==> src/rtl/nvs_pkg.sv <==
// Package: shared state type and helper for the shadow transfer sequencer.
// Assumes: nothing outside this package.
package nvs_pkg;

    typedef enum logic [2:0] {
        S_IDLE,
        S_ERASE,
        S_PROG,
        S_CLEAR,
        S_COPY
    } nvs_state_t;

    // Larger of two counts, used to size the phase counter.
    function automatic int nvs_max(input int a, input int b);
        return (a > b) ? a : b;
    endfunction

endpackage

==> src/rtl/nvs_pwr_edge.sv <==
// Supply edge detector: outputs a one-cycle pulse when pwr_ok goes from 0 to 1.
// Assumes: pwr_ok is already synchronous to clk. The stored previous value
// resets to 0, so a supply already high at reset release counts as a rise.
module nvs_pwr_edge (
    input  logic clk,
    input  logic rst_n,
    input  logic pwr_ok,
    output logic pwr_rise
);
    logic pwr_q;

    // Keep the previous supply level.
    always_ff @(posedge clk) begin
        if (!rst_n) pwr_q <= 1'b0;
        else        pwr_q <= pwr_ok;
    end

    // A rise is a high level that was low one cycle earlier.
    always_comb pwr_rise = pwr_ok && !pwr_q;

    // the rise pulse never lasts two cycles in a row.
    p_rise_single_r7: assert property (@(posedge clk) disable iff (!rst_n)
        pwr_rise |=> !pwr_rise);
endmodule

==> src/rtl/nvs_timer.sv <==
// Phase timer: counts the cycles spent in the current phase and flags the
// last one.
// Assumes: lim >= 1 and stays stable between restarts. restart is held high
// in idle and in each cycle where the phase changes.
module nvs_timer #(
    parameter int CW = 8
) (
    input  logic          clk,
    input  logic          rst_n,
    input  logic          restart,
    input  logic [CW-1:0] lim,
    output logic          done
);
    logic [CW-1:0] cnt_q;

    // Clear on restart, count up otherwise.
    always_ff @(posedge clk) begin
        if (!rst_n || restart) cnt_q <= '0;
        else                   cnt_q <= cnt_q + CW'(1);
    end

    // The phase is in its last cycle when the count reaches lim-1.
    always_comb done = (cnt_q == lim - CW'(1));

    // the count never passes the limit of the phase it is timing.
    p_cnt_in_range_r1: assert property (@(posedge clk) disable iff (!rst_n)
        cnt_q < lim);
endmodule

==> src/rtl/nvs_fsm.sv <==
// Transfer state machine: accepts requests, steps through the two phases of
// a save or a restore, applies the low-supply rules and keeps the sticky
// abort flag.
// Assumes: each request is a one-cycle pulse and the timer restarts on
// every phase change.
module nvs_fsm
    import nvs_pkg::*;
#(
    parameter int CW             = 8,
    parameter int SAVE_ERASE_CYC = 3,
    parameter int SAVE_PROG_CYC  = 4,
    parameter int LOAD_CLEAR_CYC = 2,
    parameter int LOAD_COPY_CYC  = 5,
    parameter int BOOT_CLEAR_CYC = 1,
    parameter int BOOT_COPY_CYC  = 2
) (
    input  logic          clk,
    input  logic          rst_n,
    input  logic          store_req,
    input  logic          recall_req,
    input  logic          pwr_ok,
    input  logic          pwr_rise,
    input  logic          done,
    output logic          restart,
    output logic [CW-1:0] lim,
    output nvs_state_t    state,
    output logic          abort_flag
);
    nvs_state_t state_q, state_d;
    logic       boot_q, boot_d;
    logic       abort_q, abort_d;

    // Choose the next phase, the restore kind and the abort flag.
    always_comb begin
        state_d = state_q;
        boot_d  = boot_q;
        abort_d = abort_q;
        unique case (state_q)
            S_IDLE: begin
                if (pwr_rise) begin
                    state_d = S_CLEAR;
                    boot_d  = 1'b1;
                end else if (recall_req) begin
                    state_d = S_CLEAR;
                    boot_d  = 1'b0;
                end else if (store_req && pwr_ok) begin
                    state_d = S_ERASE;
                end
            end
            S_ERASE: begin
                if (!pwr_ok) begin
                    state_d = S_IDLE;
                    abort_d = 1'b1;
                end else if (done) begin
                    state_d = S_PROG;
                end
            end
            S_PROG: begin
                if (!pwr_ok) begin
                    state_d = S_IDLE;
                    abort_d = 1'b1;
                end else if (done) begin
                    state_d = S_IDLE;
                    abort_d = 1'b0;
                end
            end
            S_CLEAR: if (done) state_d = S_COPY;
            S_COPY:  if (done) state_d = S_IDLE;
            default: state_d = S_IDLE;
        endcase
    end

    // Register the state, the restore kind and the sticky flag.
    always_ff @(posedge clk) begin
        if (!rst_n) begin
            state_q <= S_IDLE;
            boot_q  <= 1'b0;
            abort_q <= 1'b0;
        end else begin
            state_q <= state_d;
            boot_q  <= boot_d;
            abort_q <= abort_d;
        end
    end

    // Give the timer the limit of the phase now running.
    always_comb begin
        unique case (state_q)
            S_ERASE: lim = CW'(SAVE_ERASE_CYC);
            S_PROG:  lim = CW'(SAVE_PROG_CYC);
            S_CLEAR: lim = boot_q ? CW'(BOOT_CLEAR_CYC) : CW'(LOAD_CLEAR_CYC);
            S_COPY:  lim = boot_q ? CW'(BOOT_COPY_CYC)  : CW'(LOAD_COPY_CYC);
            default: lim = CW'(1);
        endcase
    end

    // Restart the timer while idle and whenever the phase changes.
    always_comb restart = (state_q == S_IDLE) || (state_d != state_q);

    assign state      = state_q;
    assign abort_flag = abort_q;

    // with the supply low, an idle sequencer never enters the erase phase.
    p_no_save_low_r5: assert property (@(posedge clk) disable iff (!rst_n)
        (state_q == S_IDLE && !pwr_ok) |=> state_q != S_ERASE);
    // low supply in a save phase ends the save and sets the flag.
    p_save_abort_r6: assert property (@(posedge clk) disable iff (!rst_n)
        ((state_q == S_ERASE || state_q == S_PROG) && !pwr_ok)
        |=> (state_q == S_IDLE && abort_q));
    // a restore phase that has not timed out continues at low supply.
    p_load_kept_r6: assert property (@(posedge clk) disable iff (!rst_n)
        (state_q == S_COPY && !done) |=> state_q == S_COPY);
    // the flag stays set unless a program phase finishes.
    p_sticky_r8: assert property (@(posedge clk) disable iff (!rst_n)
        (abort_q && !(state_q == S_PROG && done && pwr_ok)) |=> abort_q);
    // a running erase phase holds until it times out, whatever the requests.
    p_busy_hold_r4: assert property (@(posedge clk) disable iff (!rst_n)
        (state_q == S_ERASE && pwr_ok && !done) |=> state_q == S_ERASE);
endmodule

==> src/rtl/shadow_xfer_seq.sv <==
// Top level of the shadow transfer sequencer: wires the supply edge
// detector, the phase timer and the state machine together and decodes the
// phase outputs.
// Assumes: all inputs are synchronous to clk and every phase count is >= 1.
module shadow_xfer_seq
    import nvs_pkg::*;
#(
    parameter int SAVE_ERASE_CYC = 400000,
    parameter int SAVE_PROG_CYC  = 600000,
    parameter int LOAD_CLEAR_CYC = 100000,
    parameter int LOAD_COPY_CYC  = 1900000,
    parameter int BOOT_CLEAR_CYC = 5000,
    parameter int BOOT_COPY_CYC  = 60000
) (
    input  logic clk,
    input  logic rst_n,
    input  logic store_req,
    input  logic recall_req,
    input  logic pwr_ok,
    output logic busy,
    output logic dq_hiz,
    output logic ph_erase,
    output logic ph_prog,
    output logic ph_clear,
    output logic ph_copy,
    output logic store_aborted
);
    localparam int MAX_SAVE = nvs_max(SAVE_ERASE_CYC, SAVE_PROG_CYC);
    localparam int MAX_LOAD = nvs_max(LOAD_CLEAR_CYC, LOAD_COPY_CYC);
    localparam int MAX_BOOT = nvs_max(BOOT_CLEAR_CYC, BOOT_COPY_CYC);
    localparam int MAX_CYC  = nvs_max(MAX_SAVE, nvs_max(MAX_LOAD, MAX_BOOT));
    localparam int CW       = $clog2(MAX_CYC + 1);

    logic          pwr_rise;
    logic          done;
    logic          restart;
    logic [CW-1:0] lim;
    nvs_state_t    state;

    nvs_pwr_edge u_edge (
        .clk      (clk),
        .rst_n    (rst_n),
        .pwr_ok   (pwr_ok),
        .pwr_rise (pwr_rise)
    );

    nvs_timer #(.CW(CW)) u_timer (
        .clk     (clk),
        .rst_n   (rst_n),
        .restart (restart),
        .lim     (lim),
        .done    (done)
    );

    nvs_fsm #(
        .CW             (CW),
        .SAVE_ERASE_CYC (SAVE_ERASE_CYC),
        .SAVE_PROG_CYC  (SAVE_PROG_CYC),
        .LOAD_CLEAR_CYC (LOAD_CLEAR_CYC),
        .LOAD_COPY_CYC  (LOAD_COPY_CYC),
        .BOOT_CLEAR_CYC (BOOT_CLEAR_CYC),
        .BOOT_COPY_CYC  (BOOT_COPY_CYC)
    ) u_fsm (
        .clk        (clk),
        .rst_n      (rst_n),
        .store_req  (store_req),
        .recall_req (recall_req),
        .pwr_ok     (pwr_ok),
        .pwr_rise   (pwr_rise),
        .done       (done),
        .restart    (restart),
        .lim        (lim),
        .state      (state),
        .abort_flag (store_aborted)
    );

    // Decode the registered state into phase and lockout outputs.
    always_comb begin
        ph_erase = (state == S_ERASE);
        ph_prog  = (state == S_PROG);
        ph_clear = (state == S_CLEAR);
        ph_copy  = (state == S_COPY);
        busy     = (state != S_IDLE);
        dq_hiz   = busy;
    end

    // the copy phase only ever starts straight after the clear phase.
    p_copy_after_clear_r2: assert property (@(posedge clk) disable iff (!rst_n)
        $rose(ph_copy) |-> $past(ph_clear));
    // the program phase only ever starts straight after the erase phase.
    p_prog_after_erase_r1: assert property (@(posedge clk) disable iff (!rst_n)
        $rose(ph_prog) |-> $past(ph_erase));
    // the erase phase ends either in programming or, on abort, in idle.
    p_erase_exit_r3: assert property (@(posedge clk) disable iff (!rst_n)
        $fell(ph_erase) |-> (ph_prog || !busy));
endmodule

==> config.mk <==
export PLATFORM = sky130hd
export DESIGN_NAME = shadow_xfer_seq
export DESIGN_NICKNAME = d
export VERILOG_FILES = /design/src/rtl/nvs_pkg.sv /design/src/rtl/nvs_pwr_edge.sv /design/src/rtl/nvs_timer.sv /design/src/rtl/nvs_fsm.sv /design/src/rtl/shadow_xfer_seq.sv
export SDC_FILE = /design/constraint.sdc
export NUM_CORES = 1
export LEC_CHECK = 0
export ABC_AREA = 1
export BUFFER_PORTS_ARGS = -buffer_cell sky130_fd_sc_hd__buf_2
export CAP_MARGIN = 20
export CELL_PAD_IN_SITES_DETAIL_PLACEMENT = 1
export CELL_PAD_IN_SITES_GLOBAL_PLACEMENT = 2
export CORE_ASPECT_RATIO = 0.7
export CORE_MARGIN = 2
export CORE_UTILIZATION = 35
export DETAILED_ROUTE_END_ITERATION = 7
export GPL_ROUTABILITY_DRIVEN = 0
export PLACE_DENSITY = 0.81
export SYNTH_ARGS = -nofsm -noshare
export SYNTH_HDL_FRONTEND = slang
export SYNTH_SLANG_ARGS = --single-unit
==> constraint.sdc <==
create_clock -name clk -period 5.25 [get_ports clk]
set_input_delay 0.2625 -clock clk [delete_from_list [all_inputs] [get_ports clk]]
set_output_delay 0.2625 -clock clk [all_outputs]
set_load 0.005 [all_outputs]
=== After elaboration in Yosys (flattened, before gate mapping) ===
Index checks and enable logic that the tools add are counted.

* Register bits after elaboration: 27
* Input bits: 5
* Output and inout bits: 7
* Logic and storage cells: 45

* $add $sub $neg: 2
* Equality and inequality tests: 8
* Muxes and demuxes: 18
* Reduce and logical (&&, ||, !) cells: 12

{| class="wikitable"
|+ Operator list
! operator !! count
|-
| $pmux 21 s4 || 1
|-
| $mux 3 || 8
|-
| $add 21x1->21 const B || 1
|-
| $eq 21x21->1 || 1
|-
| $mux 21 || 1
|-
| $sub 21x1->21 const B || 1
|-
| $mux 17 || 1
|-
| $pmux 3 s5 || 1
|-
| $eq 3x2->1 const B || 2
|-
| $mux 1 || 5
|-
| $reduce_bool 2->1 || 2
|-
| $eq 3x1->1 const B || 1
|-
| $eq 3x3->1 const B || 1
|-
| $logic_not 3->1 || 1
|-
| $ne 3x2->1 const B || 1
|-
| $ne 3x3->1 || 1
|-
| $reduce_and 3->1 || 1
|-
| $reduce_bool 3->1 || 1
|-
| $logic_and 1x1->1 || 2
|-
| $logic_not 1->1 || 2
|-
| $logic_or 1x1->1 || 2
|-
| $ne 2x2->1 const B || 1
|-
| $pmux 1 s2 || 1
|-
| $reduce_and 2->1 || 1
|}

=== Depth between registers and ports, before layout ===
Gate-level depths: netlist of the first run.

* Word-level depth: 10
* Mapped depth: 19
* Gate-level depth less buffers: 17

=== Cells and area by module ===
Synthesis of the first run repeated with hierarchy kept, for this count alone.

* Cells, all modules: 426
* Area total of the unflattened synthesis: 2479.9 sq um

{| class="wikitable"
|+ Modules (own cells, without submodules)
! module !! times used !! cells each !! area each (sq um) !! seq. area each (sq um)
|-
| nvs_timer || 1 || 322 || 1916.8 || 420.4
|-
| nvs_fsm || 1 || 87 || 470.5 || 100.1
|-
| shadow_xfer_seq || 1 || 12 || 55.1 || 0.0
|-
| nvs_pwr_edge || 1 || 5 || 37.5 || 20.0
|}

=== Least setup slack after synthesis of the first run ===
No wires, ideal clock.

* Kind: register to register
* Start point: register u_fsm.state_q[2], in the netlist u_fsm.state[2]
* End point: register u_timer.cnt_q[13]
* Library setup time: 0.116 ns
* Arrival time: 1.888 ns
* Required time: 5.134 ns
* Path slack: 3.247 ns
* Stages on the path, launching flop included: 17
* Path buffers: 2
* Period minus slack after synthesis: 2.003 ns
* Cells stage by stage: dfxtp_1 > inv_2 > nor2_2 > nand2_1 > buf_4 > nand2_1 > xor2_1 > nand3_1 > nor2_2 > nand2_2 > nand2_2 > nand3_2 > nand2_2 > nand3_1 > nand2_2 > buf_6 > nor2_1

* Cells in the longest elaborated chain, start to end: 10
* Elaborated cells between the ends (all ways): 20
* Those cells by class: 1 x add/sub; 6 x eq/ne; 10 x mux; 3 x reduce/logical

{| class="wikitable"
|+ RTL lines
! item !! RTL line !! text
|-
| start: declaration || nvs_fsm.sv:29 || <nowiki>nvs_state_t state_q, state_d;</nowiki>
|-
| start signal: assignment || nvs_fsm.sv:80 || <nowiki>state_q <= state_d;</nowiki>
|-
| $eq 3x3->1 (tied with other cells) || nvs_fsm.sv:38, nvs_fsm.sv:88 ||
|-
| $pmux 21 s4 || nvs_fsm.sv:88 || <nowiki>unique case (state_q)</nowiki>
|-
| $sub 21x1->21 || nvs_timer.sv:23 || <nowiki>always_comb done = (cnt_q == lim - CW'(1));</nowiki>
|-
| $eq 21x21->1 || nvs_timer.sv:23 ||
|-
| $mux 3, on equally long branches || nvs_fsm.sv:62, nvs_fsm.sv:68, nvs_fsm.sv:54 ||
|-
| $mux 3, on equally long branches || nvs_fsm.sv:59, nvs_fsm.sv:51 ||
|-
| $pmux 3 s5 || nvs_fsm.sv:38 || <nowiki>unique case (state_q)</nowiki>
|-
| $ne 3x3->1 || nvs_fsm.sv:98 || <nowiki>always_comb restart = (state_q == S_IDLE) || (state_d != state_q);</nowiki>
|-
| $logic_or 1x1->1 * || nvs_fsm.sv:98 ||
|-
| $logic_or 1x1->1 * || nvs_timer.sv:18 || <nowiki>if (!rst_n || restart) cnt_q <= '0;</nowiki>
|-
| end signal: assignment || nvs_timer.sv:19 || <nowiki>else cnt_q <= cnt_q + CW'(1);</nowiki>
|-
| end: declaration || nvs_timer.sv:14 || <nowiki>logic [CW-1:0] cnt_q;</nowiki>
|}

Mark *: on every way between the ends. The rest lies on a longest branch, timed or not.
A chain may end at the register's enable or synchronous reset.

=== Worst setup path in the final report of the first run ===
* Start point: register u_fsm.state_q[0], in the netlist u_fsm.state[0]
* End point: register u_timer.cnt_q[13]

The elaborated chain is that of the path after synthesis.

==> results.sh, run 1 <==
export IMPL_hold_violations=0
export IMPL_final_net_count=288
export IMPL_drv_slew=0
export IMPL_hpwl_mm=3.67
export IMPL_max_freq_ghz=0.353
export IMPL_clock_path_buffers=2
export IMPL_die_x_um=89.0
export IMPL_grt_pass1_wl_mm=8.06
export IMPL_power_density_nw_per_um2=247
export IMPL_timing_rr_start="u_fsm.state[0]$_SDFF_PN0_"
export IMPL_die_y_um=63.5
export IMPL_cp_data_required_time_ns=5.40
export IMPL_hold_start="rst_n"
export IMPL_cp_cell_sequence="nand3_1 > nand3_1 > nand2_1 > nand2_1 > nand3_1 > nor2_2 > nand2_2 > nand2_2 > nand3_2 > nand2_2 > nand3_1 > nand2_2 > nor2_1"
export IMPL_synth_cell_types=21
export IMPL_netlist_instances=272
export IMPL_grt_max_degree=22
export IMPL_outcome="finished, final reports clean"
export IMPL_holdCritPathClass="in2reg"
export IMPL_crit_fanout=21
export IMPL_power_leakage_nw=0.838
export IMPL_crit_buf_inv=0
export IMPL_dr_pass1_iters=4
export IMPL_grt_use_total_pct=18.3
export IMPL_setup_violations_final=0
export IMPL_vias=1623
export IMPL_wire_per_inst_um=13.4
export IMPL_cts_sinks=27
export IMPL_drtIter0Drc=72
export IMPL_maxCapViolations=0
export IMPL_viasPerCell=4.64
export IMPL_finalSetupTns_ns=0
export IMPL_synth_area_um2=1770
export IMPL_cts_buffers=3
export IMPL_end_kind="flip-flop"
export IMPL_reg2reg_depth=13
export IMPL_worst_setup_path_type="reg2reg"
export IMPL_antenna_cells=0
export IMPL_die_area_um2=5660
export IMPL_cts_root_buf="clkbuf_8"
export IMPL_start_util_pct=36.6
export IMPL_synth_seq_cells=27
export IMPL_grt_pass1_vias=1565
export IMPL_syn_to_final_growth_pct=7.63
export IMPL_antenna_found_initial=0
export IMPL_critPathLaunchType="flip-flop"
export IMPL_rsz0062_at_grt="false"
export IMPL_cts_hold_buf=0
export IMPL_slowest_stage="dfxtp_1"
export IMPL_drive_gt1_share_pct=17.4
export IMPL_fp_row_count=21
export IMPL_post_route_min_period_ns=2.83
export IMPL_drc=0
export IMPL_post_cts_buffers=0
export IMPL_globalRouteOverflowTotal=0
export IMPL_worstMarginPinSlew_ns=0.642
export IMPL_period_share_pct=53.9
export IMPL_r2r_slack_ns=2.42
export IMPL_timing_rr_end="u_timer.cnt_q[13]$_SDFF_PP0_"
export IMPL_cpPeakStageDelay_ns=0.51
export IMPL_worstPathArrival_ns=2.98
export IMPL_hold_depth=3
export IMPL_antenna_left=0
export IMPL_min_delay_worst_endpoint="u_edge.pwr_q$_SDFF_PN0_"
export IMPL_io_pins=12
export IMPL_ys_warn_count=0
export IMPL_total_power_mw=0.471
export IMPL_numPortBuffers=11
export IMPL_cpLargestDelayFamily="simple AND/OR/NAND/NOR gates"
export IMPL_n_fill_cell=689
export IMPL_post_cts_resized=0
export IMPL_vdd_drop_max_mv=0.0937
export IMPL_clk_latency_ns=0.28
export IMPL_drt_total_wl_mm=4.67
export IMPL_skew_ns=0.00594
export IMPL_slew_limit_headroom_pct=57.0
export IMPL_clkTransAtPathRegs_ns=0.10
export IMPL_cts_max_level=1
export IMPL_syn_area_per_cell_um2=6.51
export IMPL_cts_tree="done"
export IMPL_synth_fp_nets=278
export IMPL_core_um2=4830
export IMPL_seq_area_frac_synth_pct=30.5
## routing by layer
layer	vias up	GRT usage (%)	part of all wire, %
li1	860	-	-
met1	750	29.8	58
met2	11	25.1	39
met3	2	3.54	1.8
met4	0	2.24	0.58
met5	-	0	0
## cell type report
cell class	count	area, um2	area share [%]
clock buffer	3	41.3	2.17
clock inverter	1	5.00	0.262
inverter	42	158	8.27
multi-input combinational	197	1020	53.5
sequential	27	541	28.3
tap	69	86.3	4.53
timing repair buffer	11	55.1	2.89
## layout by cell type (no fill, tap or decap)
cell type,count
inv_1,40
nor4_1,2
nand4_1,8
ha_1,1
xnor2_1,3
nor2_1,19
nand3_1,28
a31oi_1,1
o21ai_2,1
clkinv_2,1
nand3_2,1
buf_2,11
nand2_1,73
o21ai_0,2
nor2_2,25
inv_2,2
clkbuf_8,3
xor2_1,19
nor3_1,4
dfxtp_1,27
a21oi_1,5
nand2_2,5
## cells by family (layout without fill, tap and decap cells)
group                    after synthesis  count (layout)  synth area share [%]
buffers and inverters                 48              57                  11.9
AO/OA/AOI/OAI                          9               9                  2.82
XOR/XNOR                              22              22                  10.9
AND/OR/NAND/NOR                      165             165                  43.2
adder cells (fa/ha/maj)                1               1                 0.706
flip-flops                            27              27                  30.5
## worst register-to-register path, stage by stage (launching register included)
cell     delay [ns]
dfxtp_1        0.51
nand3_1        0.46
nand3_1        0.27
nand2_1        0.08
nand2_1        0.10
nand3_1        0.10
nor2_2         0.16
nand2_2        0.12
nand2_2        0.09
nand3_2        0.08
nand2_2        0.07
nand3_1        0.08
nand2_2        0.50
nor2_1         0.08
## how the worst max path moves through the flow
stage / from / cells past startpoint / slack (ns) / endpoint
finish: u_fsm.state[0]$_SDFF_PN0_ / 13 / 2.42 / u_timer.cnt_q[13]$_SDFF_PP0_
global route: u_fsm.state[0]$_SDFF_PN0_ / 13 / 2.12 / u_timer.cnt_q[14]$_SDFF_PP0_
CTS: u_fsm.state[0]$_SDFF_PN0_ / 13 / 2.40 / u_timer.cnt_q[13]$_SDFF_PP0_
detailed placement: u_fsm.state[0]$_SDFF_PN0_ / 13 / 2.42 / u_timer.cnt_q[13]$_SDFF_PP0_
global placement: u_fsm.state[1]$_SDFF_PN0_ / 14 / 2.39 / u_timer.cnt_q[14]$_SDFF_PP0_
floorplan: u_fsm.state[2]$_SDFF_PN0_ / 16 / 3.25 / u_timer.cnt_q[13]$_SDFF_PP0_
## metrics by stage
| step | instances | worst slack [ns] | instance area, um2 | hold WS, ns | util [%] |
|---|---|---|---|---|---|
| 5_1_grt | 350 | 2.12 | 1910 | 0.225 | 39.4 |
| 3_3_place_gp | 346 | 2.39 | 1860 | 0.458 | 38.5 |
| 3_5_place_dp | 346 | 2.42 | 1860 | 0.456 | 38.5 |
| 4_1_cts | 350 | 2.40 | 1910 | 0.196 | 39.4 |
| 2_1_floorplan | 272 | 3.25 | 1770 | 0.356 | - |
| 6_report | 350 | 2.42 | 1910 | 0.199 | 39.4 |
## flip-flops by register name, summed over array words and instances (netlist names)
name / count
u_fsm.boot_q: 1
u_edge.pwr_q: 1
u_fsm.abort_flag: 1
u_fsm.state: 3
u_timer.cnt_q: 21
## synth_stat cells (all sizes together)
master	number	area share [%]
a31oi	1	0.35
xnor2	3	1.5
nor3	4	1.1
a21oi	5	1.4
nand2	78	17
inv	42	8.9
nand3	29	8.5
dfxtp	27	31
o21ai	3	1.1
nand4	8	2.8
xor2	19	9.4
buf	6	3.0
ha	1	0.71
nor4	2	0.71
nor2	44	13
## report_power, final
group / internal, mW / total [mW] / switching, mW
clock: 0.0533 / 0.124 / 0.0706
sequential: 0.211 / 0.220 / 0.00862
combinational: 0.0402 / 0.127 / 0.0872
No activity file was read; power rests on OpenSTA's default activity.
==> inputs of run 2 (changes only) <==
ABC_AREA = 0   (was 1)
CORE_UTILIZATION = 33   (was 35)
PLACE_DENSITY = 0.74   (was 0.81)
clock period = 2.5 ns   (was 5.25 ns; I/O delays follow)
==> run 2 against run 1 <==
Flip-flop and latch count is the same. Routed wire length rose by 24%. Cell count down 4.3%. Die area is 17% higher. Sequential share of layout area shrank 3.9 points. Largest power group unchanged. Highest routed layer unchanged.
==> results.sh, run 2 <==
export IMPL_seqPwrFrac_pct=43.8
export IMPL_synth_top_flop_cell="dfxtp_1"
export IMPL_p_sw_share_pct=34.1
export IMPL_skew_ns=0.00812
export IMPL_internal_power_mw=0.706
export IMPL_final_cell_mix="dfxtp_1 (25), nand2_1 (20), buf_4 (19)"
export IMPL_worstPathArrival_ns=2.54
export IMPL_synth_cell_types=58
export IMPL_numPortBuffers=11
export IMPL_synth_simple_area_share_pct=34.6
export IMPL_dr_pass1_iters=4
export IMPL_cp_data_required_time_ns=2.71
export IMPL_synth_commonest_cells="dfxtp_1 (27), nand2_1 (20), nor2_1 (14), o21ai_0 (14)"
export IMPL_synth_fp_nets=254
export IMPL_synth_seq_cells=27
export IMPL_combPwrFrac_pct=30.7
export IMPL_globalRouteOverflowTotal=0
export IMPL_finalSetupTns_ns=0
export IMPL_core_um2=5760
export IMPL_fin_util_pct=38.6
export IMPL_synthAdderAreaFrac_pct=0.635
export IMPL_switchingPower_mw=0.365
export IMPL_dp_cells=331
export IMPL_netlist_instances=248
export IMPL_cts_sinks=27
export IMPL_grt_use_met1_pct=30.1
export IMPL_largest_reg_flops=21
export IMPL_globalRouteMet2Util_pct=24.4
export IMPL_antenna_left=0
export IMPL_holdCritPathClass="in2reg"
export IMPL_period_share_pct=93.4
export IMPL_clkTransAtPathRegs_ns=0.11
export IMPL_clock_path_buffers=2
export IMPL_post_route_min_period_ns=2.34
export IMPL_maxCapViolations=0
export IMPL_cts_max_level=1
export IMPL_max_freq_ghz=0.428
export IMPL_hold_violations=0
export IMPL_slew_limit_headroom_pct=68.2
export IMPL_top_register="u_timer.cnt_q"
export IMPL_grt_pass1_vias=1584
export IMPL_synth_xor_area_share_pct=9.34
export IMPL_ys_warn_count=0
export IMPL_vias=1849
export IMPL_synth_area_leaders="dfxtp_1 (27%), xor2_1 (5.8%), nor3_2 (5.6%), nand2_1 (3.8%), o21ai_0 (3.6%)"
export IMPL_clk_latency_ns=0.29
export IMPL_grt_pass1_wl_mm=8.97
export IMPL_drc=0
export IMPL_hpwl_mm=4.42
export IMPL_worstMarginPinSlew_ns=0.477
export IMPL_syn_to_final_growth_pct=12.8
export IMPL_grt_use_total_pct=18.2
export IMPL_fin_area_um2=2220
export IMPL_vdd_drop_max_mv=0.231
export IMPL_grt_busiest_layer="met1"
export IMPL_viasPerCell=5.52
export IMPL_synth_edf_count=0
export IMPL_outcome="finished, final reports clean"
export IMPL_cts_buffers=3
export IMPL_rsz0062_at_grt="false"
export IMPL_crit_fanout=7
export IMPL_n_fill_cell=728
export IMPL_setup_violations_final=0
export IMPL_yosysTopAreaCell="dfxtp_1"
export IMPL_fp_row_count=23
export IMPL_synth_compound_area_share_pct=18.4
export IMPL_io_pins=12
export IMPL_multiInputGateArea_um2=1270
export IMPL_final_net_count=267
export IMPL_drt_total_wl_mm=5.81
export IMPL_end_kind="flip-flop"
export IMPL_start_util_pct=34.2
export IMPL_die_x_um=96.3
export IMPL_yosysMostFrequentCell="dfxtp_1"
export IMPL_synth_mux_area_share_pct=1.59
export IMPL_die_y_um=68.6
export IMPL_post_cts_buffers=0
export IMPL_instances_no_fill=335
export IMPL_seq_area_frac_synth_pct=27.4
export IMPL_async_flop_share_pct=0
export IMPL_antenna_found_initial=0
export IMPL_synth_area_um2=1970
export IMPL_final_common_cell="dfxtp_1"
export IMPL_dpl_cell_area_um2=2170
export IMPL_syn_area_per_cell_um2=7.94
export IMPL_critPathLaunchType="flip-flop"
export IMPL_drive_gt1_share_pct=21.9
export IMPL_grt_max_degree=22
export IMPL_drv_slew=0
export IMPL_antenna_cells=0
export IMPL_yosys_area_top_type_share_pct=27.4
export IMPL_cts_root_buf="clkbuf_8"
export IMPL_die_area_um2=6610
export IMPL_cts_tree="done"
export IMPL_ff_latch_area_um2=543
export IMPL_synth_top_family_by_area="simple AND/OR/NAND/NOR gates"
export IMPL_drtIter0Drc=97
export IMPL_power_density_nw_per_um2=482
export IMPL_power_leakage_nw=0.768
export IMPL_wire_per_inst_um=17.3
export IMPL_total_power_mw=1.07
export IMPL_pwr_share_clk_pct=25.4
export IMPL_grtUsageMet3_pct=3.26
export IMPL_worst_setup_path_type="reg2reg"
==> run 2: cell count changes after synthesis, sizes merged, moves of 7 or more <==
cell	before	now
inv	42	6
clkbuf	0	12
nand3	29	13
o21ai	3	16
nand2	78	20
a21oi	5	12
nor2	44	14
nor3	4	23
==> run 2: path summary, 6_finish.rpt <==
check / from / end / slack [ns] / cells past startpoint
max: u_fsm.state[1]$_SDFF_PN0_ / u_fsm.state[2]$_SDFF_PN0_ / 0.16 / 8
min: pwr_ok / u_fsm.abort_flag$_SDFFE_PN0P_ / 0.18 / 2
min reg2reg: u_timer.cnt_q[0]$_SDFF_PP0_ / u_timer.cnt_q[0]$_SDFF_PP0_ / 0.59 / 1
max reg2reg: u_fsm.state[1]$_SDFF_PN0_ / u_fsm.state[2]$_SDFF_PN0_ / 0.16 / 8
==> run 2: layout make-up <==
class	instances	share of cell area [%]
sequential	27	24.5
tap	75	4.23
timing repair buffer	32	10.7
clock inverter	1	0.338
inverter	6	1.01
clock buffer	3	1.86
multi-input combinational	191	57.4
==> run 2: what timing repair did <==
| action | in CTS | in global routing |
|---|---|---|
| endpoints found under the hold margin | 0 | 0 |
| setup endpoints to repair | 0 | 3 |
| gates resized for setup | 0 | 2 |
| hold buffers | 0 | 0 |
==> run 2: kinds of logic after synthesis <==
group                      count (synthesis)
DFF                                       27
xor gates and xnor gates                  21
muxes                                      3
buffers and inverters                     30
adders and majority gates                  1
AOI/OAI and AO/OA                         53
and+or+nand+nor                          113
==> run 2: critical path, cell delays in order, from the launching register on <==
cell and delay, ns:
dfxtp_1 0.39, buf_4 0.19, nor3b_2 0.25, nor2_1 0.06
a311o_1 0.33, a222oi_1 0.36, and4_1 0.31, buf_4 0.17
mux2i_1 0.20
==> run 2: routing by layer <==
layer	part of all wire, %	vias to the layer above
met2	40	33
met3	3.8	2
met1	56	895
li1	-	919
met5	0	-
met4	0.38	0
==> run 2: through the flow <==
step	hold slack, ns	setup WS [ns]
final	0.182	0.164
after global routing	0.179	0.00541
after CTS	0.176	0.0837
after detailed placement	0.479	0.109
after global placement	0.464	0.197
after floorplan	0.322	0.377
==> run 2: power by group through the flow <==
stage	sequential [mW]	clock [mW]	combinational (mW)
detailed placement	0.479	0	0.327
global placement	0.478	0	0.326
global route	0.472	0.298	0.360
finish	0.469	0.272	0.329
floorplan	0.465	0	0.221
CTS	0.468	0.284	0.329
==> inputs of run 3 (changes only) <==
REMOVE_ABC_BUFFERS = 1   (was default)
==> run 3 against run 2 <==
Sequential share of layout area shrank 0.58 points. First-iteration DRC count grew 84%. Clock power shrank 2%. Via count grew 1.0%. Worst setup slack lost 0.030 ns. Combinational power grew 5%. Non-clock buffer count grew 6. Global-route usage grew 0.98 points. Hold slack lost 0.052 ns.
==> results.sh, run 3 (synthesized netlist as in run 2, its figures left out) <==
export IMPL_final_net_count=273
export IMPL_min_delay_worst_endpoint="u_fsm.abort_flag$_SDFFE_PN0P_"
export IMPL_crit_top_cell="buf_4"
export IMPL_viasPerCell=5.48
export IMPL_globalRouteMet2Util_pct=27.7
export IMPL_cts_max_level=1
export IMPL_drtIter0Drc=178
export IMPL_period_share_pct=94.6
export IMPL_core_um2=5760
export IMPL_ff_latch_area_um2=542
export IMPL_die_y_um=68.6
export IMPL_cts_tree="done"
export IMPL_hold_start="pwr_ok"
export IMPL_max_freq_ghz=0.423
export IMPL_reg2reg_depth=12
export IMPL_critPathLaunchType="flip-flop"
export IMPL_clkTransAtPathRegs_ns=0.10
export IMPL_syn_to_final_growth_pct=15.2
export IMPL_wire_per_inst_um=17.4
export IMPL_worstPathArrival_ns=2.58
export IMPL_grt_pass1_vias=1695
export IMPL_largest_reg_flops=21
export IMPL_fin_ws_ns=0.135
export IMPL_antenna_left=0
export IMPL_die_x_um=96.3
export IMPL_final_common_cell="dfxtp_1"
export IMPL_vias=1868
export IMPL_crit_buf_inv=6
export IMPL_cp_cell_sequence="buf_4 > nor3_2 > inv_2 > buf_4 > o211ai_1 > buf_4 > a21oi_1 > o21ai_0 > and4_2 > buf_12 > buf_12 > nor3_2"
export IMPL_hpwl_mm=4.58
export IMPL_cpLargestDelayFamily="buffers and inverters"
export IMPL_drt_total_wl_mm=5.92
export IMPL_crit_fanout=18
export IMPL_multiInputGateArea_um2=1280
export IMPL_power_leakage_nw=0.802
export IMPL_r2r_slack_ns=0.13
export IMPL_cts_root_buf="clkbuf_8"
export IMPL_timing_rr_start="u_fsm.state[2]$_SDFF_PN0_"
export IMPL_clock_path_buffers=2
export IMPL_vdd_drop_max_mv=0.191
export IMPL_drv_slew=0
export IMPL_timing_rr_end="u_timer.cnt_q[18]$_SDFF_PP0_"
export IMPL_grtUsageMet3_pct=3.26
export IMPL_fin_area_um2=2270
export IMPL_antenna_cells=0
export IMPL_fp_row_count=23
export IMPL_finalSetupTns_ns=0
export IMPL_antenna_found_initial=0
export IMPL_numPortBuffers=11
export IMPL_die_area_um2=6610
export IMPL_slowest_stage="dfxtp_1"
export IMPL_start_util_pct=34.2
export IMPL_cp_data_required_time_ns=2.72
export IMPL_dpl_cell_area_um2=2190
export IMPL_n_fill_cell=715
export IMPL_rsz0062_at_grt="true"
export IMPL_grt_use_met1_pct=30.0
export IMPL_skew_ns=0.00266
export IMPL_grt_busiest_layer="met1"
export IMPL_top_register="u_timer.cnt_q"
export IMPL_globalRouteOverflowTotal=0
export IMPL_dp_cells=336
export IMPL_outcome="finished, final reports clean"
export IMPL_end_kind="flip-flop"
export IMPL_drc=0
export IMPL_cts_buffers=3
export IMPL_post_route_min_period_ns=2.37
export IMPL_drive_gt1_share_pct=23.7
export IMPL_worstMarginPinSlew_ns=0.510
export IMPL_holdCritPathClass="in2reg"
export IMPL_final_cell_mix="dfxtp_1 (26), buf_4 (25), nand2_1 (20)"
export IMPL_grt_use_total_pct=19.2
export IMPL_grt_max_degree=20
export IMPL_slew_limit_headroom_pct=65.7
export IMPL_hold_violations=0
export IMPL_power_density_nw_per_um2=475
export IMPL_maxCapViolations=0
export IMPL_worst_setup_path_type="reg2reg"
export IMPL_cts_hold_buf=0
export IMPL_dr_pass1_iters=4
export IMPL_setup_violations_final=0
export IMPL_instances_no_fill=341
export IMPL_io_pins=12
export IMPL_dpl_worst_slack_ns=0.0889
export IMPL_cpPeakStageDelay_ns=0.50
export IMPL_grt_pass1_wl_mm=9.47
export IMPL_cts_sinks=27
export IMPL_total_power_mw=1.08
export IMPL_hold_depth=2
export IMPL_clk_latency_ns=0.28
[run 3: changes by cell type in the layout (fill, tap and decap cells not counted), sizes merged]
cell | before | now
clkinv | 0 | 1
clkinvlp | 1 | 0
buf | 32 | 38
[run 3: through the flow]
stage	hold WS (ns)	utilization [%]
after floorplan	0.225	-
after global placement	0.438	38.1
after detailed placement	0.442	38.1
after CTS	0.131	38.9
after global routing	0.143	39.4
final	0.130	39.4
[run 3: layout make-up]
type	count	area share (%)
Tap cell	75	4.13
Clock buffer	3	1.82
Clock inverter	1	0.221
Multi-Input combinational cell	191	56.5
Inverter	6	0.992
Timing Repair Buffer	38	12.5
Sequential cell	27	23.9
[run 3: routing by layer]
layer / share of wire [%] / wire (um)
met1: 54 / 3230
met3: 3.8 / 224
met5: 0 / 0
met2: 42 / 2460
met4: 0.14 / 8
[run 3: worst max path at each step]
stage / start / endpoint / cells past startpoint
after floorplan: u_fsm.state[2]$_SDFF_PN0_ / u_timer.cnt_q[10]$_SDFF_PP0_ / 6
after global placement: u_fsm.state[2]$_SDFF_PN0_ / u_fsm.state[1]$_SDFF_PN0_ / 8
after detailed placement: u_fsm.state[0]$_SDFF_PN0_ / u_fsm.state[2]$_SDFF_PN0_ / 9
after CTS: u_fsm.state[0]$_SDFF_PN0_ / u_fsm.state[1]$_SDFF_PN0_ / 9
after global routing: u_fsm.state[2]$_SDFF_PN0_ / u_timer.cnt_q[17]$_SDFF_PP0_ / 12
final: u_fsm.state[2]$_SDFF_PN0_ / u_timer.cnt_q[18]$_SDFF_PP0_ / 12
[run 3: worst reg2reg max path, stage by stage (launching register included)]
cell and delay, ns:
dfxtp_1 0.50, buf_4 0.24, nor3_2 0.07, inv_2 0.09, buf_4 0.14, o211ai_1 0.15, buf_4 0.18, a21oi_1 0.11
o21ai_0 0.14, and4_2 0.24, buf_12 0.16, buf_12 0.13, nor3_2 0.15
[run 3: where the power goes]
| group | total, mW | leakage, nW | internal (mW) | switching [mW] |
|---|---|---|---|---|
| clock network | 0.267 | 0.0255 | 0.112 | 0.154 |
| logic | 0.346 | 0.557 | 0.157 | 0.189 |
| registers | 0.466 | 0.219 | 0.444 | 0.0218 |
| total | 1.08 | 0.802 | 0.713 | 0.366 |
[run 3: timing repair]
item                                   in CTS  in global routing
setup endpoints to repair                   0                  7
endpoints found under the hold margin       0                  0
resized for setup                           0                  5
buffers inserted                            0                  1
